--- config.mk ---
export PLATFORM = sky130hd
export DESIGN_NAME = sst_tx
export DESIGN_NICKNAME = d
export VERILOG_FILES = /design/src/rtl/sst_pkg.sv /design/src/rtl/sst_start_detect.sv /design/src/rtl/sst_holding.sv /design/src/rtl/sst_shifter.sv /design/src/rtl/sst_tx.sv
export SDC_FILE = /design/constraint.sdc
export NUM_CORES = 1
export LEC_CHECK = 0
export ABC_AREA = 1
export BUFFER_PORTS_ARGS = -buffer_cell sky130_fd_sc_hd__buf_2
export CAP_MARGIN = 20
export CORE_ASPECT_RATIO = 0.8
export CORE_UTILIZATION = 50
export CTS_BUF_LIST = sky130_fd_sc_hd__clkbuf_2
export DETAILED_ROUTE_END_ITERATION = 12
export PLACE_DENSITY = 0.77
export RECOVER_POWER = 50
export SLEW_MARGIN = 25
export SYNTH_ARGS = -nofsm -noshare
export SYNTH_HDL_FRONTEND = slang
export SYNTH_SLANG_ARGS = --single-unit
--- constraint.sdc ---
create_clock -name clk -period 2.5 [get_ports clk]
set_input_delay 0.375 -clock clk [delete_from_list [all_inputs] [get_ports clk]]
set_output_delay 0.375 -clock clk [all_outputs]
set_load 0.05 [all_outputs]
--- src/rtl/sst_pkg.sv ---
`timescale 1ns/1ps
package sst_pkg;

    typedef enum logic [1:0] {
        START_ALWAYS = 2'b00,
        START_RISE   = 2'b01,
        START_FALL   = 2'b10,
        START_ANY    = 2'b11
    } start_mode_e;

    typedef enum logic [1:0] {
        PH_IDLE = 2'd0,
        PH_SYNC = 2'd1,
        PH_DATA = 2'd2
    } phase_e;

endpackage

--- src/rtl/sst_start_detect.sv ---
`timescale 1ns/1ps
module sst_start_detect
    import sst_pkg::*;
(
    input  logic        clk,
    input  logic        rst_n,
    input  logic        bit_en,
    input  logic        fs_in,
    input  start_mode_e mode,
    output logic        start_evt
);

    typedef struct packed {
        logic fs_prev;
    } det_t;

    det_t st_d, st_q;

    always_comb begin
        st_d = st_q;
        if (bit_en) begin
            st_d.fs_prev = fs_in;
        end
        case (mode)
            START_ALWAYS: start_evt = 1'b1;
            START_RISE:   start_evt = fs_in & ~st_q.fs_prev;
            START_FALL:   start_evt = ~fs_in & st_q.fs_prev;
            default:      start_evt = fs_in ^ st_q.fs_prev;
        endcase
    end

    always_ff @(posedge clk) begin
        if (!rst_n) begin
            st_q <= '0;
        end else begin
            st_q <= st_d;
        end
    end

    // an edge-mode event means the sampled sync level toggled at that tick
    assert_edge_needed_R2: assert property (@(posedge clk) disable iff (!rst_n)
        (bit_en && start_evt && mode != START_ALWAYS) |=> (st_q.fs_prev != $past(st_q.fs_prev)));

endmodule

--- src/rtl/sst_holding.sv ---
`timescale 1ns/1ps
module sst_holding #(
    parameter int DATA_W = 32
) (
    input  logic              clk,
    input  logic              rst_n,
    input  logic              wr_en,
    input  logic [DATA_W-1:0] wr_data,
    input  logic              take,
    output logic              hold_valid,
    output logic [DATA_W-1:0] hold_data
);

    typedef struct packed {
        logic              valid;
        logic [DATA_W-1:0] data;
    } hold_t;

    hold_t st_d, st_q;

    always_comb begin
        st_d = st_q;
        if (take) begin
            st_d.valid = 1'b0;
        end
        if (wr_en) begin
            st_d.valid = 1'b1;
            st_d.data  = wr_data;
        end
    end

    always_ff @(posedge clk) begin
        if (!rst_n) begin
            st_q <= '0;
        end else begin
            st_q <= st_d;
        end
    end

    assign hold_valid = st_q.valid;
    assign hold_data  = st_q.data;

    assert_write_clears_ready_R7: assert property (@(posedge clk) disable iff (!rst_n)
        wr_en |=> hold_valid);

    assert_ready_on_take_R6: assert property (@(posedge clk) disable iff (!rst_n)
        $fell(st_q.valid) |-> $past(take));

endmodule

--- src/rtl/sst_shifter.sv ---
`timescale 1ns/1ps
module sst_shifter
    import sst_pkg::*;
#(
    parameter int DATA_W = 32,
    parameter int SYNC_W = 16
) (
    input  logic                              clk,
    input  logic                              rst_n,
    input  logic                              bit_en,
    input  logic                              start_evt,
    input  logic                              hold_valid,
    input  logic [DATA_W-1:0]                 hold_data,
    input  logic [$clog2(DATA_W)-1:0]         cfg_len_m1,
    input  logic                              cfg_msb_first,
    input  logic [$clog2(SYNC_W+1)-1:0]       cfg_sync_len,
    input  logic [SYNC_W-1:0]                 cfg_sync_data,
    input  logic                              cfg_idle_level,
    output logic                              take,
    output logic                              busy,
    output logic                              txd
);

    localparam int LEN_W  = $clog2(DATA_W);
    localparam int SIDX_W = $clog2(SYNC_W);
    localparam int SLEN_W = $clog2(SYNC_W + 1);

    typedef struct packed {
        phase_e              phase;
        logic [LEN_W-1:0]    cnt;
        logic [SIDX_W-1:0]   scnt;
        logic [DATA_W-1:0]   shreg;
    } shf_t;

    shf_t              st_d, st_q;
    shf_t              launch;
    logic              launch_take;
    logic              frame_go;
    logic [SLEN_W-1:0] sync_eff;

    // Next state when a new frame opens at this tick
    always_comb begin
        sync_eff    = (cfg_sync_len > SLEN_W'(SYNC_W)) ? SLEN_W'(SYNC_W) : cfg_sync_len;
        frame_go    = hold_valid && start_evt;
        launch      = st_q;
        launch_take = 1'b0;
        if (sync_eff != '0) begin
            launch.phase = PH_SYNC;
            launch.scnt  = SIDX_W'(sync_eff - SLEN_W'(1));
        end else begin
            launch.phase = PH_DATA;
            launch.cnt   = cfg_len_m1;
            launch.shreg = hold_data;
            launch_take  = 1'b1;
        end
    end

    always_comb begin
        st_d = st_q;
        take = 1'b0;
        if (bit_en) begin
            case (st_q.phase)
                PH_IDLE: begin
                    if (frame_go) begin
                        st_d = launch;
                        take = launch_take;
                    end
                end
                PH_SYNC: begin
                    if (st_q.scnt == '0) begin
                        st_d.phase = PH_DATA;
                        st_d.cnt   = cfg_len_m1;
                        st_d.shreg = hold_data;
                        take       = 1'b1;
                    end else begin
                        st_d.scnt = st_q.scnt - SIDX_W'(1);
                    end
                end
                PH_DATA: begin
                    if (st_q.cnt == '0) begin
                        if (frame_go) begin
                            st_d = launch;
                            take = launch_take;
                        end else begin
                            st_d.phase = PH_IDLE;
                        end
                    end else begin
                        st_d.cnt   = st_q.cnt - LEN_W'(1);
                        st_d.shreg = cfg_msb_first ? (st_q.shreg << 1) : (st_q.shreg >> 1);
                    end
                end
                default: st_d.phase = PH_IDLE;
            endcase
        end
    end

    always_comb begin
        case (st_q.phase)
            PH_SYNC: txd = cfg_sync_data[st_q.scnt];
            PH_DATA: txd = cfg_msb_first ? st_q.shreg[cfg_len_m1] : st_q.shreg[0];
            default: txd = cfg_idle_level;
        endcase
    end

    assign busy = (st_q.phase != PH_IDLE);

    always_ff @(posedge clk) begin
        if (!rst_n) begin
            st_q <= '0;
        end else begin
            st_q <= st_d;
        end
    end

    assert_tick_only_R3: assert property (@(posedge clk) disable iff (!rst_n)
        !bit_en |=> ($stable(st_q.phase) && $stable(st_q.cnt) && $stable(st_q.scnt)));

    assert_start_needs_event_R1: assert property (@(posedge clk) disable iff (!rst_n)
        (st_q.phase != PH_IDLE && $past(st_q.phase) == PH_IDLE) |-> $past(start_evt && hold_valid && bit_en));

    assert_take_from_held_R6: assert property (@(posedge clk) disable iff (!rst_n)
        take |-> hold_valid);

endmodule

--- src/rtl/sst_tx.sv ---
`timescale 1ns/1ps
module sst_tx
    import sst_pkg::*;
#(
    parameter int DATA_W = 32,
    parameter int SYNC_W = 16,
    localparam int LEN_W  = $clog2(DATA_W),
    localparam int SLEN_W = $clog2(SYNC_W + 1)
) (
    input  logic              clk,
    input  logic              rst_n,
    input  logic              bit_en,
    input  logic              fs_in,
    input  logic [1:0]        cfg_start_mode,
    input  logic [LEN_W-1:0]  cfg_len_m1,
    input  logic              cfg_msb_first,
    input  logic [SLEN_W-1:0] cfg_sync_len,
    input  logic [SYNC_W-1:0] cfg_sync_data,
    input  logic              cfg_idle_level,
    input  logic              wr_en,
    input  logic [DATA_W-1:0] wr_data,
    output logic              txd,
    output logic              tx_ready,
    output logic              tx_empty
);

    logic              start_evt;
    logic              take;
    logic              busy;
    logic              hold_valid;
    logic [DATA_W-1:0] hold_data;

    sst_start_detect u_detect (
        .clk       (clk),
        .rst_n     (rst_n),
        .bit_en    (bit_en),
        .fs_in     (fs_in),
        .mode      (start_mode_e'(cfg_start_mode)),
        .start_evt (start_evt)
    );

    sst_holding #(.DATA_W(DATA_W)) u_hold (
        .clk        (clk),
        .rst_n      (rst_n),
        .wr_en      (wr_en),
        .wr_data    (wr_data),
        .take       (take),
        .hold_valid (hold_valid),
        .hold_data  (hold_data)
    );

    sst_shifter #(.DATA_W(DATA_W), .SYNC_W(SYNC_W)) u_shift (
        .clk            (clk),
        .rst_n          (rst_n),
        .bit_en         (bit_en),
        .start_evt      (start_evt),
        .hold_valid     (hold_valid),
        .hold_data      (hold_data),
        .cfg_len_m1     (cfg_len_m1),
        .cfg_msb_first  (cfg_msb_first),
        .cfg_sync_len   (cfg_sync_len),
        .cfg_sync_data  (cfg_sync_data),
        .cfg_idle_level (cfg_idle_level),
        .take           (take),
        .busy           (busy),
        .txd            (txd)
    );

    assign tx_ready = ~hold_valid;
    assign tx_empty = ~hold_valid & ~busy;

    assert_empty_means_ready_R8: assert property (@(posedge clk) disable iff (!rst_n)
        tx_empty |-> tx_ready);

    assert_idle_line_R9: assert property (@(posedge clk) disable iff (!rst_n)
        tx_empty |-> (txd == cfg_idle_level));

endmodule

### Word level (Yosys, flattened, before mapping)

Cells that the tools add are included.

| storage, ports and cells | value |
|---|---|
| bits in latches | 0 |
| word-level logic and storage cells | 76 |
| register bits after elaboration | 77 |
| bits in writable memories | 0 |
| output and inout bits | 3 |
| ROM bits | 0 |
| memories kept | 0 |
| bits of input ports | 67 |

| operators by class | value |
|---|---|
| $add $sub $neg | 3 |
| magnitude comparators | 3 |
| equality and inequality tests | 10 |
| bitwise operators | 8 |
| shift-type cells | 0 |
| mux-type cells | 33 |
| multipliers | 0 |
| reduce and logical (&&, ||, !) cells | 12 |
| div/mod/pow operators | 0 |

Operator list:

| kind | number |
|---|---|
| $mux 32 | 4 |
| $pmux 41 s3 | 1 |
| $mux 43 | 1 |
| $mux 41 | 1 |
| $mux 33 | 1 |
| $mux 5 | 3 |
| $mux 4 | 3 |
| $mux 1 | 9 |
| $ne 2x1->1 const B | 4 |
| $sub 4x1->4 const B | 2 |
| $mux 7 | 1 |
| $lt 5x6->1 const B | 1 |
| $mux 2 | 3 |
| $pmux 1 s3 | 2 |
| $pmux 2 s3 | 1 |
| $reduce_and 6->1 | 1 |
| $bmux 1 s5 | 1 |
| $gt 5x5->1 const B | 1 |
| $logic_not 5->1 | 1 |
| $lt 4x5->1 const B | 1 |
| $reduce_and 5->1 | 1 |
| $reduce_bool 5->1 | 1 |
| $sub 5x1->5 const B | 1 |
| $bmux 1 s4 | 1 |
| other kinds (14) | 23 |

### Longest topological paths before layout

| depth | value |
|---|---|
| depth in word-level cells | 10 |
| depth in mapped cells | 16 |

### Hierarchy

Synthesis repeated with hierarchy kept, for this count alone.

| unflattened totals | value |
|---|---|
| cells, all modules | 787 |
| area, all modules | 4,792.1 µm² |

By module, submodules not included:

| module | area an instance (µm²) | cells an instance | instances | sequential area each (µm²) |
|---|---|---|---|---|
| sst_shifter | 3,525.9 | 625 | 1 | 860.8 |
| sst_holding | 1,156.1 | 143 | 1 | 660.6 |
| sst_start_detect | 102.6 | 17 | 1 | 20.0 |
| sst_tx | 7.5 | 2 | 1 | 0.0 |

### Worst setup path before layout

OpenSTA, ideal clock, no wires.

| timing path | value |
|---|---|
| kind | flip-flop to output port |
| start point | register u_shift.st_q[42] (netlist bit) |
| end point | output port txd |
| slack | 0.268 ns |
| arrival time | 1.857 ns |
| required time | 2.125 ns |
| cell stages (with the launch flop) | 10 |
| cells stage by stage | dfxtp_1 -> inv_1 -> ha_1 -> nand2_2 -> clkinv_1 -> clkbuf_1 -> nand3_1 -> nand2_1 -> inv_1 -> nand2_1 |

| on the way | value |
|---|---|
| longest elaborated chain between the ends | 2 |

Ends and longest elaborated chain:

| item | RTL line | RTL |
|---|---|---|
| start, declared | sst_shifter.sv:35 | `shf_t st_d, st_q;` |
| start signal, assigned | sst_shifter.sv:111 | `st_q <= st_d;` |
| $eq 2x2->1 / $eq 2x1->1 (equally long branches) | sst_shifter.sv:98 | `case (st_q.phase)` |
| $pmux 1 s2 * | sst_shifter.sv:98 |  |
| end, declared | sst_tx.sv:22 | `output logic txd,` |

Every way passes the cells marked *; elsewhere a longest branch is shown, timed or not.

### Final worst setup path

| timing path | value |
|---|---|
| start point | register u_shift.st_q[32] (netlist bit) |
| end point | output port txd |

| on the way | value |
|---|---|
| longest elaborated chain between the ends | 3 |

Ends and longest elaborated chain:

| item | RTL line | RTL |
|---|---|---|
| $bmux 1 s4 | sst_shifter.sv:99 | `PH_SYNC: txd = cfg_sync_data[st_q.scnt];` |
| $mux 1 (implied by the code) | sst_shifter.sv:99 |  |
| $pmux 1 s2 | sst_shifter.sv:98 |  |

Every way passes these cells. The select of a mux whose other input is x is not followed.

==> reports/summary.txt <==
H-tree depth -> 3
RD Place Congestion -> 0.903
Pint -> 0.00181 W
Mapped cell area -> 0.00512 mm2
Critical Path Source Type -> flip-flop
Pwr Total -> 0.00282 W
Post-layout nets -> 987
Layout Utilization -> 60.3%
Clock Skew -> 0.0175 ns
Pre-CTS WS -> 0.250 ns
CP Capture Type -> output port
Distinct cells, synth -> 36
Synthesis-stage register bit count -> 77
Yosys top cell by area -> dfxtp_1
Clk slew on worst S/H paths -> 0.22 ns
Synthesis warning total -> 0
Initial Util -> 52.2%
Hold Crit Class -> in2reg
Hold WS -> 0.0235 ns
Wire per inst -> 13.6 um
Share of the synthesized area in the top cell type -> 30.1%
Residual DRC -> 0
Worst path bufs/invs -> 4
Worst slew pin tran -> 1.07 ns
Max Cap Viol -> 0
Post-synthesis adder-cell area fraction -> 2.20%
Vias in the first global route -> 4774
CP max stage delay -> 0.40 ns
Leakage -> 2.67 nW
XOR/XNOR Fraction of Synth Area -> 0.342%
Fmax -> 0.418 GHz
Synthesized net count -> 915
Reg power frac -> 47.5%
Status -> finished, final reports clean
Placed insts -> 1014
Crit path time final -> 2.39 ns
CTS tree -> yes
CTS root buf -> clkbuf_2
N_diodes -> 0
Crit path arrival time -> 2.01 ns
Top cells by area, synth -> dfxtp_1, nand2_1, o21ai_0
Die width -> 115 um
Clock power frac -> 24.9%
Antenna viol nets, final -> 0
Area grow syn2layout -> 15.4%
Number of CTS-inserted buffers -> 9
Seq/Total Area, Yosys -> 30.1%
Core area -> 0.00981 mm2
P_sw -> 0.00101 W
Max stage delay cell, worst path -> dfxtp_4
Vias per cell -> 5.30
Skew-Pair Late Insertion Delay -> 0.55 ns
Worst setup margin -> 0.110 ns
Initial detailed-routing violation count -> 442
Initial antenna violation count -> 0
Final setup viols -> 0
Pwr per Cell Area -> 477 mW/mm2
Num rows -> 32
Compound-Gate Fraction of Synth Area -> 22.8%
Sw Share -> 35.7%
Total Routing Usage GR -> 27.9%
VDD IR-drop max -> 0.305 mV
Layout cell share with drive strength beyond 1 -> 16.8%
Simple-gate share of the synthesized area -> 34.1%
Crit-path cells -> clkinvlp_4, buf_6, nor2_2, nor2_1, o21ai_1, nand4_1, nand2_1, nand2_1, nand3_1, nand2_1, inv_1, nand2_1, buf_6
Port bufs -> 69
Gate Count Post-Synth -> 839
I/O Pins -> 70
Max Slew Vio Count -> 0
CP Max Fanout -> 6
First-pass GRT wire length -> 23700 um
RSZ-0062 raised after global routing -> yes
Congestion Overflow GR -> 0
Post-Layout Cell Count -> 1052
Crit share post-route -> 95.6%
CP dominant cell by count -> nand2_1
Vias post-DR -> 5580
Fillers -> 955
Mux contribution to synthesized area -> 0%
Rel. slew slack -> 28.6%
Critical path class -> reg2out
Final WL -> 14300 um
Syn avg cell area -> 6.11 um2
Largest net degree at the start of global routing -> 36
Worst Path Required -> 2.12 ns
Largest family of logic cells by synthesized area -> simple AND/OR/NAND/NOR gates
Comb power frac -> 27.6%
Largest delay share family, worst path -> simple AND/OR/NAND/NOR gates
First-pass DRT Iterations -> 6
Final hold vios -> 0
Clock tree buffer depth -> 2
Die area -> 0.0107 mm2
Clk sink count -> 77
Die Y -> 92.5 um
HPWL after detailed placement -> 9680 um
cells in the mapped netlist:
cell type and n:
dfxtp_1 77, nand3b_1 1, a21oi_4 1, nor3_1 3
nor2_2 1, ha_1 9, nand4_1 3, nand2_1 246
xnor2_1 1, o31ai_2 1, inv_1 69, or2_2 1
clkinv_1 5, a21oi_2 20, nand3_1 61, o22ai_1 3
o31ai_1 1, xor2_1 1, a21oi_1 59, o211ai_1 8
buf_2 11, inv_2 4, nand2_4 2, clkbuf_1 23
nor2_8 1, a22oi_1 3, buf_6 8, o21ai_0 106
o21ai_1 6, buf_1 2, nand2_2 6, nor2_1 92
nor2_4 1, nand3_2 1, nand3_4 1, clkbuf_2 1
metal layers:
| metal | wire [um] | global-route usage [%] | share of wire, % | up-vias |
|---|---|---|---|---|
| met1 | 6870 | 41.2 | 48 | 2448 |
| met4 | 182 | 6.60 | 1.3 | 0 |
| li1 | - | - | - | 2869 |
| met5 | 0 | 0 | 0 | - |
| met3 | 1260 | 6.54 | 8.8 | 19 |
| met2 | 6040 | 40.5 | 42 | 244 |
layout make-up:
cell class	count	area, um2	area share (%)
Timing Repair inverter	1	5.00	0.0847
Clock buffer	10	50.0	0.847
Multi-Input combinational cell	639	3080	52.2
Clock inverter	6	63.8	1.08
Tap cell	136	170	2.88
Sequential cell	77	1550	26.2
Inverter	78	300	5.08
Timing Repair Buffer	105	687	11.6
stage by stage:
step                instance area, um2  TNS [ns]
CTS                               5830         0
finish                            5910         0
global route                      5910   -0.0185
floorplan                         5120         0
global placement                  5550         0
detailed placement                5550         0
flip-flops by register name (all words and copies together), names as in the netlist:
register           flops
u_detect.st_q          1
u_hold.hold_data      32
u_hold.hold_valid      1
u_shift.st_q          43
cell families (layout without fill, tap and decap cells):
| family | after synthesis | in the layout |
|---|---|---|
| and+or+nand+nor | 420 | 420 |
| AOI/OAI and AO/OA | 208 | 208 |
| buffers and inverters | 123 | 200 |
| DFF | 77 | 77 |
| adders and majority gates | 9 | 9 |
| xor gates and xnor gates | 2 | 2 |
worst paths after layout:
path | start | to | slack, ns | depth (start not counted)
setup reg to reg | u_shift.st_q[32] | u_shift.st_q[25] | 0.21 | 11
hold / removal | wr_data[11] | u_hold.hold_data[11] | 0.02 | 3
hold reg to reg | u_hold.hold_data[30] | u_hold.hold_data[30] | 0.50 | 2
setup / recovery | u_shift.st_q[32] | txd | 0.11 | 13
cells in the final DEF, fill, tap and decap left out, types with 2 or more instances in the layout:
cell,n
buf_4,16
ha_2,2
nand4_1,3
buf_6,2
o21ai_0,101
clkbuf_1,5
dlygate4sd3_1,14
clkinv_4,2
buf_2,65
buf_12,3
o21ai_1,11
ha_1,6
nand2_1,244
nand3_1,61
dfxtp_4,2
clkbuf_2,10
clkinvlp_4,3
clkinv_1,5
o22ai_1,3
a21oi_2,20
inv_1,68
dfxtp_2,2
nand2_2,7
a22oi_1,3
a21oi_1,59
nor2_1,91
nor2_2,2
inv_2,4
dfxtp_1,73
nand2_4,2
o211ai_1,8
nor3_1,3
worst register-to-register path, stage by stage, from the launching register on:
cell,delay (ns)
dfxtp_4,0.40
clkinvlp_4,0.11
buf_4,0.12
ha_1,0.19
inv_1,0.07
o31ai_2,0.24
nand2_1,0.16
a21oi_4,0.15
buf_4,0.35
nand3_2,0.22
nand2_1,0.13
a21oi_1,0.08
power by group through the flow:
| stage | sequential (W) | combinational [W] | clock, W |
|---|---|---|---|
| 2_1_floorplan | 0.00134 | 0.000523 | 0 |
| 3_3_place_gp | 0.00136 | 0.000692 | 0 |
| 3_5_place_dp | 0.00136 | 0.000698 | 0 |
| 4_1_cts | 0.00134 | 0.000733 | 0.000715 |
| 5_1_grt | 0.00135 | 0.000869 | 0.000770 |
| 6_report | 0.00134 | 0.000777 | 0.000702 |
what timing repair did:
| action | 4_1_cts | 5_1_grt |
|---|---|---|
| resized for setup | 8 | 16 |
| setup endpoints to repair | 1 | 1 |
| gates cloned | 0 | 1 |
| buffers inserted | 1 | 6 |
| hold buffers | 13 | 1 |
| pin swaps | 0 | 3 |
| endpoints found under the hold margin | 13 | 1 |
(Power assumes the default switching activity.)
